[config.mk]
export PLATFORM = sky130hd
export DESIGN_NAME = opfwd_unit
export DESIGN_NICKNAME = d
export VERILOG_FILES = /design/src/rtl/opfwd_pkg.sv /design/src/rtl/opfwd_match.sv /design/src/rtl/opfwd_alu_pick.sv /design/src/rtl/opfwd_unit.sv
export SDC_FILE = /design/constraint.sdc
export NUM_CORES = 1
export LEC_CHECK = 0
export CAP_MARGIN = 20
export CELL_PAD_IN_SITES_DETAIL_PLACEMENT = 0
export CELL_PAD_IN_SITES_GLOBAL_PLACEMENT = 1
export CORE_UTILIZATION = 25
export DETAILED_ROUTE_END_ITERATION = 8
export GPL_TIMING_DRIVEN = 0
export PLACE_DENSITY = 0.93
export SYNTH_ARGS = -nofsm -noshare
export SYNTH_HDL_FRONTEND = slang
export SYNTH_HIERARCHICAL = 1
export SYNTH_SLANG_ARGS = --single-unit
[constraint.sdc]
create_clock -name vclk -period 2.17
set_input_delay 0.3255 -clock vclk [all_inputs]
set_output_delay 0.3255 -clock vclk [all_outputs]
set_load 0.02 [all_outputs]
[src/rtl/opfwd_pkg.sv]
package opfwd_pkg;

   // Encoding seen by the ALU operand multiplexer
   typedef enum logic [1:0] {
      FWD_REGFILE = 2'b00,
      FWD_OLDER   = 2'b01,
      FWD_YOUNGER = 2'b10
   } alu_fwd_e;

   localparam int unsigned ALU_SRC_N = 2;
   localparam int unsigned CMP_SRC_N = 2;

endpackage

[src/rtl/opfwd_match.sv]
// One producer/consumer comparison: a hit means the producer's result
// may stand in for the register file value of this source.
module opfwd_match #(
   parameter int unsigned REG_W     = 5,
   parameter bit          ZERO_SINK = 1'b1
) (
   input  logic             en,
   input  logic [REG_W-1:0] dst,
   input  logic [REG_W-1:0] src,
   output logic             hit
);

   logic same;
   assign same = (dst == src);

   generate
      if (ZERO_SINK) begin : g_zero_sink
         logic dst_live;
         assign dst_live = |dst;
         assign hit = en & dst_live & same;
      end else begin : g_plain
         assign hit = en & same;
      end
   endgenerate

endmodule

[src/rtl/opfwd_alu_pick.sv]
// Priority pick for one ALU operand: the younger producer beats the older.
module opfwd_alu_pick
   import opfwd_pkg::*;
(
   input  logic     young_hit,
   input  logic     old_hit,
   output alu_fwd_e sel
);

   always_comb begin
      if (young_hit)
         sel = FWD_YOUNGER;
      else if (old_hit)
         sel = FWD_OLDER;
      else
         sel = FWD_REGFILE;
   end

   always_comb begin
      assert_sel_legal_R5 : assert (sel != alu_fwd_e'(2'b11));
      if (old_hit && !young_hit)
         assert_older_taken_R3 : assert (sel == FWD_OLDER);
   end

endmodule

[src/rtl/opfwd_unit.sv]
module opfwd_unit
   import opfwd_pkg::*;
#(
   parameter int unsigned REG_W     = 5,
   parameter bit          ZERO_SINK = 1'b1
) (
   input  logic             xm_wr_en,
   input  logic [REG_W-1:0] xm_dst,
   input  logic             mw_wr_en,
   input  logic [REG_W-1:0] mw_dst,
   input  logic [REG_W-1:0] ex_src_a,
   input  logic [REG_W-1:0] ex_src_b,
   input  logic             id_is_branch,
   input  logic [REG_W-1:0] id_src_a,
   input  logic [REG_W-1:0] id_src_b,
   output logic [1:0]       alu_sel_a,
   output logic [1:0]       alu_sel_b,
   output logic             cmp_sel_a,
   output logic             cmp_sel_b
);

   localparam int unsigned REG_N = 1 << REG_W;

   generate
      if (REG_W < 1 || REG_W > 8) begin : g_bad_width
         $error("opfwd_unit: REG_W must lie in 1..8");
      end
      if (REG_N < 2) begin : g_bad_count
         $error("opfwd_unit: need at least two registers");
      end
   endgenerate

   logic [REG_W-1:0] ex_src [ALU_SRC_N];
   logic [REG_W-1:0] id_src [CMP_SRC_N];
   alu_fwd_e         alu_sel [ALU_SRC_N];
   logic             cmp_sel [CMP_SRC_N];

   assign ex_src[0] = ex_src_a;
   assign ex_src[1] = ex_src_b;
   assign id_src[0] = id_src_a;
   assign id_src[1] = id_src_b;

   // ALU operands: two producers per source, younger has priority
   generate
      for (genvar g = 0; g < ALU_SRC_N; g++) begin : g_alu
         logic young_hit;
         logic old_hit;

         opfwd_match #(.REG_W(REG_W), .ZERO_SINK(ZERO_SINK)) u_young (
            .en  (xm_wr_en),
            .dst (xm_dst),
            .src (ex_src[g]),
            .hit (young_hit)
         );

         opfwd_match #(.REG_W(REG_W), .ZERO_SINK(ZERO_SINK)) u_old (
            .en  (mw_wr_en),
            .dst (mw_dst),
            .src (ex_src[g]),
            .hit (old_hit)
         );

         opfwd_alu_pick u_pick (
            .young_hit (young_hit),
            .old_hit   (old_hit),
            .sel       (alu_sel[g])
         );
      end
   endgenerate

   // Decode-stage branch compare: only the execute/memory result is routed
   generate
      for (genvar g = 0; g < CMP_SRC_N; g++) begin : g_cmp
         opfwd_match #(.REG_W(REG_W), .ZERO_SINK(ZERO_SINK)) u_cmp (
            .en  (id_is_branch),
            .dst (xm_dst),
            .src (id_src[g]),
            .hit (cmp_sel[g])
         );
      end
   endgenerate

   assign alu_sel_a = alu_sel[0];
   assign alu_sel_b = alu_sel[1];
   assign cmp_sel_a = cmp_sel[0];
   assign cmp_sel_b = cmp_sel[1];

   always_comb begin
      if (!id_is_branch)
         assert_cmp_idle_R8 : assert (!cmp_sel_a && !cmp_sel_b);
      if (xm_wr_en && (xm_dst != '0) && (xm_dst == ex_src_a))
         assert_young_wins_a_R1 : assert (alu_sel_a == 2'b10);
      if (xm_wr_en && (xm_dst != '0) && (xm_dst == ex_src_b))
         assert_young_wins_b_R2 : assert (alu_sel_b == 2'b10);
      if (ZERO_SINK && (xm_dst == '0) && (mw_dst == '0))
         assert_zero_never_fwd_R4 : assert (alu_sel_a == 2'b00 && alu_sel_b == 2'b00
                                           && !cmp_sel_a && !cmp_sel_b);
   end

endmodule

==> flow_metrics.env <==
export IMPL_peakVddDrop_uv=66.5
export IMPL_grt_max_degree=9
export IMPL_fin_crit_ps=2100
export IMPL_drc_errors=0
export IMPL_most_common_layout_cells="clkdlybuf4s50_1 (23), xor2_1 (18), dlygate4sd2_1 (7)"
export IMPL_crit_required_ps=1840
export IMPL_final_cells=129
export IMPL_syn_nets=97
export IMPL_rows=15
export IMPL_crit_fanout=4
export IMPL_nNetsFinal=139
export IMPL_final_common_cell="clkdlybuf4s50_1"
export IMPL_dpl_cell_count=128
export IMPL_placed_cell_area_um2=922
export IMPL_ys_seq_area_share_pct=0
export IMPL_maxCapViolCount=0
export IMPL_dr_pass1_iters=3
export IMPL_synthTopCellsByArea="xor2_1 (31%), nor4_2 (15%), and4_1 (10%), xnor2_1 (10%), or2_0 (7.5%)"
export IMPL_synth_top_area_share_pct=31.5
export IMPL_place_port_buffers=39
export IMPL_worstPathArrival_ps=1770
export IMPL_seq_area_um2=0
export IMPL_gp_congestion=0.692
export IMPL_synthesis_area_um2=500
export IMPL_dp_slack_ps=-608
export IMPL_track_usage_pct=13.0
export IMPL_finalSetupViolCount=0
export IMPL_first_iter_violations=2
export IMPL_grt_pass1_vias=545
export IMPL_status="complete, no violations"
export IMPL_drive_above_1_share_pct=19.2
export IMPL_num_vias=585
export IMPL_initial_core_util_pct=27.8
export IMPL_slew_violations=0
export IMPL_worst_slack_ps=70.9
export IMPL_nClkBuffers=0
export IMPL_yosysTopAreaCell="xor2_1"
export IMPL_fin_area_um2=930
export IMPL_die_w_um=46.7
export IMPL_cts_hold_buffers_added=0
export IMPL_grt_overflow_total=0
export IMPL_hold_path_class="in2out"
export IMPL_crit_path_start="mw_dst[0]"
export IMPL_syn2layout_area_growth_pct=85.8
export IMPL_fmax_ghz=0.476
export IMPL_final_hold_violation_count=0
export IMPL_tightestPinTransition_ps=431
export IMPL_dieArea_um2=2180
export IMPL_grt_pass1_wl_um=2160
export IMPL_postSynthCellCount=64
export IMPL_avgSynthCellArea_um2=7.82
export IMPL_yosys_warnings=6
export IMPL_setup_tns_ps=0
export IMPL_fin_crit_sh_pct=96.7
export IMPL_end_kind="primary output"
export IMPL_antenna_found_initial=0
export IMPL_leakage_nw=0.378
export IMPL_wire_per_inst_um=11.2
export IMPL_ios=39
export IMPL_min_delay_start="xm_dst[0]"
export IMPL_core_area_um2=1800
export IMPL_via_per_inst=4.53
export IMPL_yosysUniqueCellTypes=10
export IMPL_flops_and_latches=0
export IMPL_diodes=0
export IMPL_die_h_um=46.7
export IMPL_cp_start_kind="input port"
export IMPL_powerDensity_nw_per_um2=155
export IMPL_rsz0062_at_grt="no"
export IMPL_max_slew_margin_rel_pct=71.3
export IMPL_worstSetupPathType="in2out"
export IMPL_drt_total_wl_um=1440
export IMPL_whs_ps=1440
export IMPL_ant_nets=0
==> worst paths after layout <==
kind      endpoint  slack (ps)  cells after the start
max   alu_sel_b[0]          70                      6
min   alu_sel_b[1]        1440                      5
==> synthesized netlist by cell type <==
library cell / instances
o21ai_1: 6
xor2_1: 18
and4_1: 6
nor2b_4: 2
nand2_1: 6
buf_4: 2
or2_0: 6
nor3_1: 6
nor4_2: 6
xnor2_1: 6
==> cells by family (layout without fill, tap and decap cells) <==
group,count (synthesis),after routing,share of synthesized area [%]
AO/OA/AOI/OAI,6,6,6.00
buffers and inverters,2,42,3.00
XOR/XNOR,24,24,42.0
AND/OR/NAND/NOR,32,32,49.0
==> cell type report <==
class,instances,area (µm²)
Buffer,2,15.0
Tap cell,25,31.3
Fill cell,193,872
Multi-Input combinational cell,62,498
Timing Repair Buffer,40,385
==> per-stage QoR <==
step / utilization (%) / total power, mW
after floorplan: - / 0.0520
after global placement: 51.2 / 0.145
after detailed placement: 51.2 / 0.147
after CTS: 51.5 / 0.145
after global routing: 51.6 / 0.158
final: 51.6 / 0.144
==> what timing repair did <==
action,in CTS,in global routing
pin swaps,3,4
endpoints found under the hold margin,0,0
gates resized for setup,22,11
setup buffers,1,0
endpoints found under the setup margin,6,4
==> critical path, cell delays in order <==
cell and delay (ps):
clkdlybuf4s50_1 510, nor4_2 300, o21ai_1 100, and4_1 180, nor2b_4 120, clkdlybuf4s15_2 240
==> per-layer routing <==
layer | wire length, µm | global-route usage, % | share of wire, % | vias to the layer above
met5 | 0 | 0 | 0 | -
met4 | 0 | 0 | 0 | 0
met3 | 132 | 1.54 | 9.2 | 0
met2 | 696 | 26.7 | 48 | 26
met1 | 611 | 14.9 | 42 | 251
li1 | - | - | - | 308
==> where the power goes <==
part	internal, mW	switching, mW	total, mW	leakage [nW]
Sequential	0	0	0	0
Clock	0	0	0	0
Combinational	0.0832	0.0608	0.144	0.378
Total	0.0832	0.0608	0.144	0.378
Note: power is estimated with default switching activity, not from simulation.
